==> src/rtl/wla_pkg.sv <==
package wla_pkg;
    typedef enum logic [1:0] {
        ST_IDLE = 2'd0,
        ST_RUN  = 2'd1,
        ST_DONE = 2'd2
    } wla_state_e;
endpackage

==> src/rtl/wla_req_sel.sv <==
// Forms the request of one input for the current round: one-hot over outputs.
module wla_req_sel #(
    parameter int N_PORTS = 4,
    parameter int WIN     = 3,
    parameter int PW      = 2,
    parameter int IW      = 2
) (
    input  logic              active_i,
    input  logic [WIN*PW-1:0] dest_row_i,
    input  logic [WIN-1:0]    vld_row_i,
    input  logic [IW-1:0]     rnd_i,
    input  logic [N_PORTS-1:0] busy_i,
    output logic [N_PORTS-1:0] req_o
);
    logic [PW-1:0] sel;

    always_comb begin
        req_o = '0;
        sel   = dest_row_i[rnd_i*PW +: PW];
        // invalid entries and taken outputs never request
        if (active_i && vld_row_i[rnd_i]) begin
            req_o[sel] = !busy_i[sel];
        end
    end
endmodule

==> src/rtl/wla_rr_arb.sv <==
// Round-robin arbiter for one output; pointer kept locally.
module wla_rr_arb #(
    parameter int N_REQ = 4,
    parameter int PW    = 2
) (
    input  logic             clk,
    input  logic             rst_n,
    input  logic [N_REQ-1:0] req_i,
    input  logic             upd_i,
    output logic [N_REQ-1:0] gnt_o,
    output logic             any_o
);
    logic [PW-1:0] ptr_q, ptr_d;
    logic [PW-1:0] idx;
    logic [PW-1:0] winner;

    always_comb begin
        gnt_o  = '0;
        any_o  = 1'b0;
        winner = '0;
        idx    = '0;
        for (int j = 0; j < N_REQ; j++) begin
            idx = ptr_q + PW'(j);
            if (!any_o && req_i[idx]) begin
                any_o  = 1'b1;
                winner = idx;
            end
        end
        gnt_o[winner] = any_o;
        ptr_d = (upd_i && any_o) ? winner + PW'(1) : ptr_q;
    end

    always_ff @(posedge clk or negedge rst_n) begin
        if (!rst_n) ptr_q <= '0;
        else        ptr_q <= ptr_d;
    end

    assert_gnt_onehot_R1: assert property (@(posedge clk) disable iff (!rst_n)
        $onehot0(gnt_o));

    assert_ptr_hold_R4: assert property (@(posedge clk) disable iff (!rst_n)
        !(upd_i && any_o) |=> $stable(ptr_q));
endmodule

==> src/rtl/wla_sched.sv <==
module wla_sched #(
    parameter  int N_PORTS = 4,
    parameter  int WIN     = 3,
    localparam int PW      = $clog2(N_PORTS),
    localparam int IW      = (WIN > 1) ? $clog2(WIN) : 1
) (
    input  logic                      clk,
    input  logic                      rst_n,
    input  logic                      start_i,
    input  logic [N_PORTS*WIN*PW-1:0] win_dest_i,
    input  logic [N_PORTS*WIN-1:0]    win_vld_i,
    output logic                      done_o,
    output logic [N_PORTS-1:0]        gnt_o,
    output logic [N_PORTS*IW-1:0]     gnt_pos_o,
    output logic [N_PORTS*PW-1:0]     gnt_port_o,
    output logic [N_PORTS-1:0]        out_busy_o
);
    import wla_pkg::*;

    localparam logic [IW-1:0] LAST_RND = IW'(WIN - 1);

    typedef struct packed {
        wla_state_e                st;
        logic [IW-1:0]             rnd;
        logic [N_PORTS-1:0]        gnt;
        logic [N_PORTS*IW-1:0]     pos;
        logic [N_PORTS*PW-1:0]     port;
        logic [N_PORTS-1:0]        busy;
        logic [N_PORTS*WIN*PW-1:0] dest;
        logic [N_PORTS*WIN-1:0]    vld;
    } slot_t;

    slot_t s_q, s_d;

    logic                            run;
    logic [N_PORTS-1:0][N_PORTS-1:0] req_by_in;
    logic [N_PORTS-1:0][N_PORTS-1:0] req_by_out;
    logic [N_PORTS-1:0][N_PORTS-1:0] arb_gnt;
    logic [N_PORTS-1:0]              arb_any;

    assign run = (s_q.st == ST_RUN);

    for (genvar gi = 0; gi < N_PORTS; gi++) begin : g_in
        wla_req_sel #(.N_PORTS(N_PORTS), .WIN(WIN), .PW(PW), .IW(IW)) u_sel (
            .active_i  (run && !s_q.gnt[gi]),
            .dest_row_i(s_q.dest[gi*WIN*PW +: WIN*PW]),
            .vld_row_i (s_q.vld[gi*WIN +: WIN]),
            .rnd_i     (s_q.rnd),
            .busy_i    (s_q.busy),
            .req_o     (req_by_in[gi])
        );
    end

    always_comb begin
        for (int o = 0; o < N_PORTS; o++) begin
            for (int i = 0; i < N_PORTS; i++) begin
                req_by_out[o][i] = req_by_in[i][o];
            end
        end
    end

    for (genvar go = 0; go < N_PORTS; go++) begin : g_out
        wla_rr_arb #(.N_REQ(N_PORTS), .PW(PW)) u_arb (
            .clk  (clk),
            .rst_n(rst_n),
            .req_i(req_by_out[go]),
            .upd_i(run),
            .gnt_o(arb_gnt[go]),
            .any_o(arb_any[go])
        );
    end

    always_comb begin
        s_d = s_q;
        case (s_q.st)
            ST_RUN: begin
                for (int o = 0; o < N_PORTS; o++) begin
                    if (arb_any[o]) s_d.busy[o] = 1'b1;
                    for (int i = 0; i < N_PORTS; i++) begin
                        if (arb_gnt[o][i]) begin
                            s_d.gnt[i]            = 1'b1;
                            s_d.pos[i*IW +: IW]   = s_q.rnd;
                            s_d.port[i*PW +: PW]  = PW'(o);
                        end
                    end
                end
                if (s_q.rnd == LAST_RND || (&s_d.gnt) || (&s_d.busy)) begin
                    s_d.st = ST_DONE;
                end else begin
                    s_d.rnd = s_q.rnd + IW'(1);
                end
            end
            default: begin
                if (start_i) begin
                    s_d.st   = ST_RUN;
                    s_d.rnd  = '0;
                    s_d.gnt  = '0;
                    s_d.pos  = '0;
                    s_d.port = '0;
                    s_d.busy = '0;
                    s_d.dest = win_dest_i;
                    s_d.vld  = win_vld_i;
                end
            end
        endcase
    end

    always_ff @(posedge clk or negedge rst_n) begin
        if (!rst_n) s_q <= '0;
        else        s_q <= s_d;
    end

    assign done_o     = (s_q.st == ST_DONE);
    assign gnt_o      = s_q.gnt;
    assign gnt_pos_o  = s_q.pos;
    assign gnt_port_o = s_q.port;
    assign out_busy_o = s_q.busy;

    assert_busy_mono_R1: assert property (@(posedge clk) disable iff (!rst_n)
        run |=> ((s_q.busy & $past(s_q.busy)) == $past(s_q.busy)));

    assert_count_match_R1: assert property (@(posedge clk) disable iff (!rst_n)
        $countones(s_q.gnt) == $countones(s_q.busy));

    assert_gnt_sticky_R3: assert property (@(posedge clk) disable iff (!rst_n)
        run |=> ((s_q.gnt & $past(s_q.gnt)) == $past(s_q.gnt)));

    assert_round_bound_R6: assert property (@(posedge clk) disable iff (!rst_n)
        run |-> (s_q.rnd <= LAST_RND));

    assert_hold_R7: assert property (@(posedge clk) disable iff (!rst_n)
        (done_o && !start_i) |=> (done_o && $stable(gnt_o) && $stable(gnt_pos_o)
                                  && $stable(gnt_port_o) && $stable(out_busy_o)));
endmodule

==> config.mk <==
export PLATFORM = sky130hd
export DESIGN_NAME = wla_sched
export DESIGN_NICKNAME = d
export VERILOG_FILES = /design/src/rtl/wla_pkg.sv /design/src/rtl/wla_req_sel.sv /design/src/rtl/wla_rr_arb.sv /design/src/rtl/wla_sched.sv
export SDC_FILE = /design/constraint.sdc
export NUM_CORES = 1
export LEC_CHECK = 0
export ABC_AREA = 1
export BUFFER_PORTS_ARGS = -buffer_cell sky130_fd_sc_hd__buf_2
export CAP_MARGIN = 40
export CORE_MARGIN = 8
export CORE_UTILIZATION = 60
export CTS_CLUSTER_SIZE = 8
export DETAILED_ROUTE_END_ITERATION = 6
export MAX_ROUTING_LAYER = met4
export PLACE_DENSITY = 0.79
export SLEW_MARGIN = 20
export SYNTH_ARGS = -nofsm -noshare
export SYNTH_HDL_FRONTEND = slang
export SYNTH_HIERARCHICAL = 1
export SYNTH_SLANG_ARGS = --single-unit
==> constraint.sdc <==
create_clock -name clk -period 3.8 [get_ports clk]
set_clock_uncertainty 0.1 [all_clocks]
set_input_delay 0.76 -clock clk [delete_from_list [all_inputs] [get_ports clk]]
set_output_delay 0.76 -clock clk [all_outputs]
set_load 0.02 [all_outputs]
; Word-level counts from Yosys, hierarchy flattened
; Cells that the tools add are included.
[word_totals]
reg_bits = 72
latchBits = 0
mem_bits_rw = 0
mem_bits_ro = 0
input_bits = 39
out_inout_bits = 25
wordCells = 318
mem_count = 0
[classes]
add_sub_neg = 17
n_mul = 0
n_div = 0
order_cmp = 33
n_eq_ne = 9
shifts = 4
n_mux = 164
bitwise = 9
reduce_logical = 64
[ops]
columns = cell, n
row1 = two-way mux 2 bit, 50
row2 = two-way mux 1 bit, 76
row3 = less-than comparator 2 x 3 -> 1 bit (second input constant), 25
row4 = two-way mux 64 bit, 1
row5 = binary-select mux 1 bit (select 2 bit), 24
row6 = AND 4 bit, 8
row7 = logical AND 1 bit, 32
row8 = two-way mux 28 bit, 1
row9 = indexed part select 6 x 4 -> 2 bit, 4
row10 = logical NOT 1 bit, 20
row11 = inequality test 5 x 2 -> 1 bit (second input constant), 4
row12 = adder 2 x 1 -> 2 bit (second input constant), 9
row13 = adder 2 bit (second input constant), 8
row14 = demux 1 bit (select 2 bit), 8
row15 = >= comparator 2 x 1 -> 1 bit (second input constant), 8
row16 = two-way mux 4 bit, 4
row17 = AND reduction 2 bit, 7
row18 = AND reduction 4 bit, 2
row19 = equality test 2 bit (second input constant), 2
row20 = inequality test 2 bit (second input constant), 2
row21 = equality test 2 x 1 -> 1 bit (second input constant), 1
row22 = logical OR 1 bit, 2
row23 = nonzero test 2 bit, 1
row24 = NOT 1 bit, 1

; Depth between registers and ports, before layout
; Gate-level depths: netlist of the first run.
[logic_depth]
ltp_word = 34
mapped_depth = 31
depth_no_buf = 31

; Hierarchy
; Netlist of the first run, hierarchy kept.
[by_module_without_submodules]
columns = mod, instances, cells_each, area_each_um2, seq_area_each_um2
row1 = wla_sched, 1, 340, 2911.5, 1601.5
row2 = wla_rr_arb, 4, 84, 485.5, 50.0
row3 = wla_req_sel, 4, 43, 217.7, 0.0

; Worst setup path before layout of the first run
; No wires, ideal clock.
[synth_path]
path_kind = reg-to-reg
start = register s_q[61] (netlist bit)
end = register s_q[61] (netlist bit)
t_arrival_ns = 3.016
required_ns = 3.579
setup_slack_ns = 0.562
path_stages_with_launch = 27
synth_period_minus_slack_ns = 3.238
path_cell_list = dfrtp_1 nand3_2 nand2_4 nand2_1 nand2_1 nand2_1 nand2_2 nor2_1 inv_1 nand2_2 nand3_1 nand2_2 nor2_4 nand3_4 nand2_2 nand2_2 ha_1 nand2_1 inv_1 nor2_1 nand3_1 nand2_1 inv_1 nand2_1 nand3_1 nand3_1 nand2_1
[synth_rtl]
columns = item, line
row1 = "start, declared", wla_sched.sv:33  ; slot_t s_q, s_d;
row2 = "start signal, assigned", wla_sched.sv:109  ; if (!rst_n) s_q <= '0;
row3 = "start signal, assigned", wla_sched.sv:110  ; else s_q <= s_d;

==> impl_metrics.env, run 1 <==
export IMPL_layout_area_overhead_vs_synth_pct=9.73
export IMPL_synth_distinct_cells=30
export IMPL_post_drt_wl_per_cell_um=13.1
export IMPL_synth_seq_area_share_pct=31.5
export IMPL_slew_headroom_pct=67.2
export IMPL_global_route_overflow_total=0
export IMPL_multi_input_area_um2=3240
export IMPL_cts_hold_buf=0
export IMPL_worst_endpoint_arrival_ps=3690
export IMPL_diodes=0
export IMPL_post_syn_nets=904
export IMPL_sequential_cell_area_um2=1800
export IMPL_post_cts_resized_instances=0
export IMPL_setup_viol=0
export IMPL_max_cap_viol_count=0
export IMPL_yosys_warnings=6
export IMPL_utilization_of_the_core_after_routing_pct=68.0
export IMPL_cts_root_buf="sky130_fd_sc_hd__clkbuf_8"
export IMPL_final_max_slew_violation_count=0
export IMPL_setup_worst_path_start_class="register"
export IMPL_floorplan_die_area_um2=12900
export IMPL_chipHeight_um=114
export IMPL_post_cts_buffers=0
export IMPL_critPathSlowestCell="sky130_fd_sc_hd__dfrtp_1"
export IMPL_yosys_register_bits=72
export IMPL_worstPathRequired_ps=3960
export IMPL_cts_tree="yes"
export IMPL_post_dp_hpwl_um=10100
export IMPL_netlist_instances=848
export IMPL_ant_nets=0
export IMPL_grt_use_total_pct=22.0
export IMPL_drc_errors=0
export IMPL_critPathMaxFanout=18
export IMPL_cts_max_path_buffers=2
export IMPL_worst_setup_path_category="reg -> reg"
export IMPL_floorplan_io_pins=64
export IMPL_place_detailed_instances=1006
export IMPL_grt_first_pass_wirelength_um=22700
export IMPL_timing_critical_path_slowest_cell_delay_ps=390
export IMPL_number_of_levels_the_h_tree_was_split_into=3
export IMPL_final_net_count=945
export IMPL_routed_wl_um=13400
export IMPL_worst_path_most_repeated_cell="sky130_fd_sc_hd__nand2_1"
export IMPL_worstSkewPairLatency_ps=360
export IMPL_nFillCells=797
export IMPL_grt_start_max_net_pins=47
export IMPL_layout_cells_non_filler=1022
export IMPL_clock_sink_count=72
export IMPL_min_delay_path_class="in -> async"
export IMPL_max_clock_freq_ghz=0.283
export IMPL_fin_setup_tns_ps=0
export IMPL_post_route_cells_drive_above_1_share_pct=24.5
export IMPL_route_vias_total=5312
export IMPL_design_core_area_um2=9240
export IMPL_clk_transition_reported_paths_ps=80
export IMPL_initial_utilization_pct=61.9
export IMPL_status="complete, no violations"
export IMPL_end_kind="register"
export IMPL_finalHoldViolations=0
export IMPL_numCtsBuffers=9
export IMPL_final_period_minus_worst_setup_slack_ps=3530
export IMPL_die_width_um=114
export IMPL_worst_slew_pin_transition_ps=492
export IMPL_buffer_ports_inserted=63
export IMPL_drt_pre_antenna_iters=5
export IMPL_synth_area_per_cell_um2=6.75
export IMPL_syn_cell_area_um2=5720
export IMPL_min_period_over_period_pct=92.9
export IMPL_stdcell_area_um2=6280
export IMPL_vias_per_cell=5.20
export IMPL_postPlaceCellArea_um2=5950
export IMPL_number_of_antenna_violations_at_the_first_check_in_global_routing=0
export IMPL_num_rows=35
export IMPL_grt_pass1_vias=5132
export IMPL_place_gp_congestion=0.915
export IMPL_drt_first_iter_violations=354
-- cell usage after synthesis, drive strengths merged --
library cell | instances | share of area (%)
a21boi | 5 | 0.92
a21oi | 2 | 0.17
buf | 37 | 5.3
clkbuf | 1 | 0.066
dfrtp | 72 | 31
ha | 17 | 3.7
inv | 114 | 7.6
nand2 | 411 | 31
nand3 | 77 | 8.8
nand3b | 4 | 0.52
nand4 | 18 | 2.0
nor2 | 55 | 4.4
o21a | 1 | 0.13
o21ai | 31 | 3.2
o31ai | 2 | 0.74
or2 | 1 | 0.11
-- worst paths after layout --
kind,start,endpoint,slack (ps),cells after the start
max,s_q[60],s_q[60],270,28
min,rst_n,s_q[27],110,1
max reg2reg,s_q[60],s_q[60],270,28
min reg2reg,s_q[20],s_q[20],380,2
max in group asynchronous,rst_n,g_out[0].u_arb/ptr_q[0],3060,2
min in group clk,s_q[20],s_q[20],380,2
-- cells by family after synthesis --
logic type | after synthesis | share of synthesized area (%)
flip-flops | 72 | 31.5
AND/OR/NAND/NOR | 566 | 46.6
buffers and inverters | 152 | 13.0
AO/OA/AOI/OAI | 41 | 5.20
adder cells (fa/ha/maj) | 17 | 3.72
-- routing by layer --
metal  vias to the layer above  track usage, %  routed length [um]
met5                         -               -                   0
met4                         0            10.1                 353
met3                        39            4.23                 698
met2                       156            35.5                6430
met1                      2451            26.0                5900
li1                       2666               -                   -
-- stage by stage --
| stage | setup WS, ps | hold WS (ps) |
|---|---|---|
| floorplan | 562 | 342 |
| global placement | 383 | 354 |
| detailed placement | 281 | 359 |
| CTS | 224 | 377 |
| global route | -84.6 | 111 |
| finish | 269 | 115 |
-- worst max-delay path: cells and delay by family (launching register included) --
family	cells	cell delay, ps
flops	1	390
compound gates	1	200
buf+inv	8	660
fa+ha+maj	1	180
simple gates	18	1860
-- flip-flops by register name, summed over array words and instances, names as in the netlist --
signal / cells
gnt_port_o: 8
s_q: 40
gnt_o: 4
g_out.u_arb/ptr_q: 8
out_busy_o: 4
gnt_pos_o: 8
-- layout make-up --
| class | instances | area share, % |
|---|---|---|
| Clock inverter | 5 | 1.65 |
| Multi-Input combinational cell | 624 | 51.6 |
| Sequential cell | 72 | 28.7 |
| Clock buffer | 10 | 2.19 |
| Inverter | 114 | 6.93 |
| Timing Repair Buffer | 68 | 6.33 |
| Tap cell | 129 | 2.57 |
-- cell usage in the layout (no fill, tap or decap), drive strengths merged --
cell / netlist / layout
nand2: 411 / 411
inv: 114 / 115
nand3: 77 / 77
dfrtp: 72 / 72
buf: 37 / 68
nor2: 55 / 55
o21ai: 31 / 31
nand4: 18 / 18
ha: 17 / 17
clkbuf: 1 / 10
a21boi: 5 / 5
nand3b: 4 / 4
bufinv: 0 / 3
o31ai: 2 / 2
a21oi: 2 / 2
or2: 1 / 1
o21a: 1 / 1
clkinv: 0 / 1
Power of run 1 is not shown: default switching activity piles up to over one toggle a cycle in this logic, so the estimate is an artifact.
==> inputs of run 2 (changes only) <==
--- a/config.mk
+++ b/config.mk
@@ -14,2 +14,3 @@
 export DETAILED_ROUTE_END_ITERATION = 6
+export GPL_ROUTABILITY_DRIVEN = 0
 export MAX_ROUTING_LAYER = met4
==> constraint.sdc (replaced) <==
create_clock -name clk -period 3.92 [get_ports clk]
set_clock_uncertainty 0.1 [all_clocks]
set_input_delay 0.784 -clock clk [delete_from_list [all_inputs] [get_ports clk]]
set_output_delay 0.784 -clock clk [all_outputs]
set_load 0.005 [all_outputs]
==> impl_metrics.env, run 2 (synthesis results as in run 1) <==
export IMPL_post_drt_wl_per_cell_um=13.2
export IMPL_number_of_antenna_violations_at_the_first_check_in_global_routing=0
export IMPL_r2r_end="s_q[61]"
export IMPL_multi_input_area_um2=3210
export IMPL_worst_hold_slack_ps=370
export IMPL_floorplan_die_area_um2=12900
export IMPL_buffer_ports_inserted=63
export IMPL_post_route_cells_drive_above_1_share_pct=24.1
export IMPL_finalHoldViolations=0
export IMPL_worst_path_most_repeated_cell="sky130_fd_sc_hd__nand2_1"
export IMPL_diodes=0
export IMPL_slew_headroom_pct=67.2
export IMPL_largest_register_ff_count=40
export IMPL_grt_start_max_net_pins=47
export IMPL_setup_worst_path_start_class="register"
export IMPL_critPathSlowestCell="sky130_fd_sc_hd__dfrtp_1"
export IMPL_end_kind="register"
export IMPL_worstSkewPairLatency_ps=350
export IMPL_drc_errors=0
export IMPL_final_max_slew_violation_count=0
export IMPL_layout_commonest_cell="sky130_fd_sc_hd__nand2_1"
export IMPL_critical_path_reg2reg_startpoint="s_q[60]"
export IMPL_clock_sink_count=72
export IMPL_clk_transition_reported_paths_ps=90
export IMPL_initial_utilization_pct=61.9
export IMPL_number_of_levels_the_h_tree_was_split_into=3
export IMPL_global_route_overflow_total=0
export IMPL_layout_cells_non_filler=1024
export IMPL_num_rows=35
export IMPL_register_ranked_first_by_flip_flop_count="s_q"
export IMPL_post_dp_hpwl_um=10500
export IMPL_r2r_slack_ps=330
export IMPL_cts_tree="yes"
export IMPL_min_delay_path_class="in -> async"
export IMPL_worst_setup_path_category="reg -> reg"
export IMPL_worst_slew_pin_transition_ps=492
export IMPL_grt_pass1_vias=5371
export IMPL_cts_root_buf="sky130_fd_sc_hd__clkbuf_8"
export IMPL_die_width_um=114
export IMPL_min_period_over_period_pct=91.7
export IMPL_cts_max_path_buffers=2
export IMPL_status="complete, no violations"
export IMPL_setup_viol=0
export IMPL_routed_wl_um=13500
export IMPL_critPathMaxFanout=18
export IMPL_nFillCells=794
export IMPL_chipHeight_um=114
export IMPL_worst_endpoint_arrival_ps=3730
export IMPL_route_vias_total=5305
export IMPL_reg2regPathDepth=28
export IMPL_final_period_minus_worst_setup_slack_ps=3590
export IMPL_floorplan_io_pins=64
export IMPL_fin_setup_tns_ps=0
export IMPL_grt_use_total_pct=22.6
export IMPL_final_net_count=946
export IMPL_max_clock_freq_ghz=0.278
export IMPL_sequential_cell_area_um2=1810
export IMPL_numCtsBuffers=9
export IMPL_max_cap_viol_count=0
export IMPL_worstPathRequired_ps=4050
export IMPL_timing_critical_path_slowest_cell_delay_ps=380
export IMPL_drt_first_iter_violations=257
export IMPL_layout_area_overhead_vs_synth_pct=8.00
export IMPL_leading_cell_types_in_the_layout_fill_and_taps_excluded="348 x sky130_fd_sc_hd__nand2_1, 87 x sky130_fd_sc_hd__inv_1, 71 x sky130_fd_sc_hd__dfrtp_1"
export IMPL_design_core_area_um2=9240
export IMPL_place_detailed_instances=1007
export IMPL_drt_pre_antenna_iters=5
export IMPL_grt_first_pass_wirelength_um=23700
export IMPL_vias_per_cell=5.18
export IMPL_ant_nets=0
run 2: cell types whose count changed in the layout (fill, tap and decap cells not counted), moves of 2 or more:
cell and delta:
sky130_fd_sc_hd__o21ai_4 -2, sky130_fd_sc_hd__bufinv_16 -2, sky130_fd_sc_hd__buf_4 +4, sky130_fd_sc_hd__o21ai_2 +2
sky130_fd_sc_hd__buf_12 -3, sky130_fd_sc_hd__nor2_1 +6, sky130_fd_sc_hd__inv_6 +3, sky130_fd_sc_hd__nor2_2 -5
run 2: timing repair:
action,4_1_cts,5_1_grt
buffers inserted,0,1
hold buffers,0,0
gates resized for setup,0,13
setup endpoints to repair,0,22
run 2: cell type report:
cell class,count,share of cell area (%)
clock buffers,10,2.23
clock inverters,6,1.17
inverters,114,7.04
multi-input cells,624,51.9
flip-flops and latches,72,29.2
well taps,129,2.61
repair buffers,69,5.89
run 2: metrics by stage:
step	instance area [um^2]	worst slack [ps]	util (%)
5_1_grt	6180	-7.34	66.9
3_5_place_dp	5930	135	64.2
4_1_cts	6140	78.1	66.5
2_1_floorplan	5720	682	-
3_3_place_gp	5930	281	64.2
6_report	6180	326	66.9
run 2: routing by layer:
| metal | part of all wire (%) | vias up | global-route usage (%) |
|---|---|---|---|
| met2 | 49 | 140 | 39.1 |
| met1 | 43 | 2455 | 25.6 |
| met4 | 2.8 | 0 | 9.41 |
| met3 | 4.9 | 38 | 3.65 |
| met5 | 0 | - | - |
| li1 | - | 2672 | - |
run 2: worst max-delay path by stage:
stage | slack (ps) | startpoint | cells after the start | endpoint
floorplan | 680 | s_q[61] | 26 | s_q[61]
global placement | 280 | s_q[61] | 26 | s_q[61]
detailed placement | 130 | s_q[61] | 26 | s_q[61]
CTS | 80 | s_q[61] | 28 | s_q[61]
global route | -7 | s_q[60] | 28 | s_q[61]
finish | 330 | s_q[60] | 28 | s_q[61]
run 2: worst max-delay path: cells and delay by family, from the launching register on:
| family | cells | cell delay, ps |
|---|---|---|
| compound gates | 1 | 230 |
| fa+ha+maj | 1 | 180 |
| buf+inv | 8 | 700 |
| flops | 1 | 380 |
| simple gates | 18 | 1870 |
Power of run 2 is left out for the same reason.
==> inputs of run 3 (changes only) <==
CORE_UTILIZATION = 62   (was 60)
CTS_BUF_LIST = sky130_fd_sc_hd__clkbuf_4   (was default)
PLACE_DENSITY = 0.82   (was 0.79)
==> impl_metrics.env, run 3 (synthesis results as in run 1) <==
export IMPL_status="complete, no violations"
export IMPL_worst_slew_pin_transition_ps=489
export IMPL_worst_setup_path_category="reg -> reg"
export IMPL_final_max_slew_violation_count=0
export IMPL_number_of_levels_the_h_tree_was_split_into=3
export IMPL_gr_max_usage_layer="met2"
export IMPL_multi_input_area_um2=3210
export IMPL_final_period_minus_worst_setup_slack_ps=3660
export IMPL_final_net_count=946
export IMPL_place_detailed_instances=988
export IMPL_utilization_of_the_core_after_routing_pct=67.5
export IMPL_post_dp_hpwl_um=10300
export IMPL_leading_cell_types_in_the_layout_fill_and_taps_excluded="349 x sky130_fd_sc_hd__nand2_1, 87 x sky130_fd_sc_hd__inv_1, 71 x sky130_fd_sc_hd__dfrtp_1"
export IMPL_num_rows=35
export IMPL_layout_area_overhead_vs_synth_pct=7.41
export IMPL_globalRouteMet1Util_pct=23.6
export IMPL_buffer_ports_inserted=63
export IMPL_register_ranked_first_by_flip_flop_count="s_q"
export IMPL_slew_headroom_pct=67.4
export IMPL_fin_setup_tns_ps=0
export IMPL_critPathSlowestCell="sky130_fd_sc_hd__dfrtp_4"
export IMPL_setup_worst_path_start_class="register"
export IMPL_clk_transition_reported_paths_ps=130
export IMPL_nFillCells=770
export IMPL_grt_first_pass_wirelength_um=22500
export IMPL_number_of_antenna_violations_at_the_first_check_in_global_routing=0
export IMPL_cts_max_path_buffers=2
export IMPL_grt_start_max_net_pins=47
export IMPL_end_kind="register"
export IMPL_grt_use_total_pct=21.8
export IMPL_drc_errors=0
export IMPL_largest_register_ff_count=40
export IMPL_layout_cells_non_filler=1006
export IMPL_post_drt_wl_per_cell_um=13.4
export IMPL_setup_viol=0
export IMPL_cts_hold_buf=0
export IMPL_rsz0062_at_grt="false"
export IMPL_route_vias_total=5344
export IMPL_min_delay_path_class="in -> async"
export IMPL_post_route_cells_drive_above_1_share_pct=23.7
export IMPL_drt_first_iter_violations=328
export IMPL_drt_pre_antenna_iters=6
export IMPL_diodes=0
export IMPL_cts_tree="yes"
export IMPL_critPathMaxFanout=10
export IMPL_grt_pass1_vias=5185
export IMPL_grt_use_met2_pct=38.9
export IMPL_cts_root_buf="sky130_fd_sc_hd__clkbuf_4"
export IMPL_worstPathRequired_ps=4170
export IMPL_layout_commonest_cell="sky130_fd_sc_hd__nand2_1"
export IMPL_max_clock_freq_ghz=0.273
export IMPL_numCtsBuffers=9
export IMPL_initial_utilization_pct=62.8
export IMPL_worstSkewPairLatency_ps=440
export IMPL_worst_path_most_repeated_cell="sky130_fd_sc_hd__nand2_1"
export IMPL_grtUsageMet3_pct=4.99
export IMPL_worst_endpoint_arrival_ps=3910
export IMPL_stdcell_area_um2=6150
export IMPL_chipHeight_um=112
export IMPL_finalHoldViolations=0
export IMPL_floorplan_io_pins=64
export IMPL_max_cap_viol_count=0
export IMPL_routed_wl_um=13500
export IMPL_sequential_cell_area_um2=1810
export IMPL_vias_per_cell=5.31
export IMPL_timing_critical_path_slowest_cell_delay_ps=510
export IMPL_min_period_over_period_pct=93.4
export IMPL_clock_sink_count=72
export IMPL_ant_nets=0
export IMPL_floorplan_die_area_um2=12600
export IMPL_die_width_um=112
export IMPL_postPlaceCellArea_um2=5910
export IMPL_design_core_area_um2=9110
export IMPL_global_route_overflow_total=0
[run 3: cell types whose count changed in the layout (fill, tap and decap cells not counted), sizes merged]
cell,before,now
inv,118,116
bufinv,1,2
clkbuf,10,9
clkinv,0,1
clkinvlp,1,2
[run 3: path summary, 6_finish.rpt]
path,slack [ps],cells past startpoint,start,endpoint
max in group asynchronous,2880,3,rst_n,s_q[16]
setup reg to reg,260,27,s_q[61],gnt_port_o[1]
setup / recovery,260,27,s_q[61],gnt_port_o[1]
hold reg to reg,380,2,s_q[21],s_q[21]
min in group clk,380,2,s_q[21],s_q[21]
hold / removal,270,2,rst_n,gnt_pos_o[5]
[run 3: worst max-delay path: cells and delay by family (launching register included)]
family	cells	cell delay, ps
adder cells (fa/ha/maj)	1	180
AND/OR/NAND/NOR	15	1480
AO/OA/AOI/OAI	3	610
buffers and inverters	8	690
flip-flops	1	510
[run 3: repair_timing]
| action | in CTS | in global routing |
|---|---|---|
| buffers inserted | 0 | 2 |
| resized for setup | 0 | 11 |
| setup endpoints to repair | 0 | 22 |
[run 3: area by class of cell]
type | count | area share, %
repair buffers | 69 | 6.33
multi-input cells | 624 | 52.2
clock buffers | 9 | 1.10
inverters | 114 | 7.08
clock inverters | 7 | 1.69
well taps | 111 | 2.26
flip-flops and latches | 72 | 29.4
[run 3: stage by stage]
stage	setup slack [ps]	hold WS [ps]
2_1_floorplan	682	342
3_3_place_gp	306	354
3_5_place_dp	108	358
4_1_cts	49.3	271
5_1_grt	13.9	282
6_report	260	271
[run 3: layer usage]
layer	vias to the layer above	share of wire (%)
li1	2666	-
met1	2477	42
met2	164	50
met3	37	5.4
met4	0	2.2
met5	-	0
Power of run 3 is left out for the same reason.
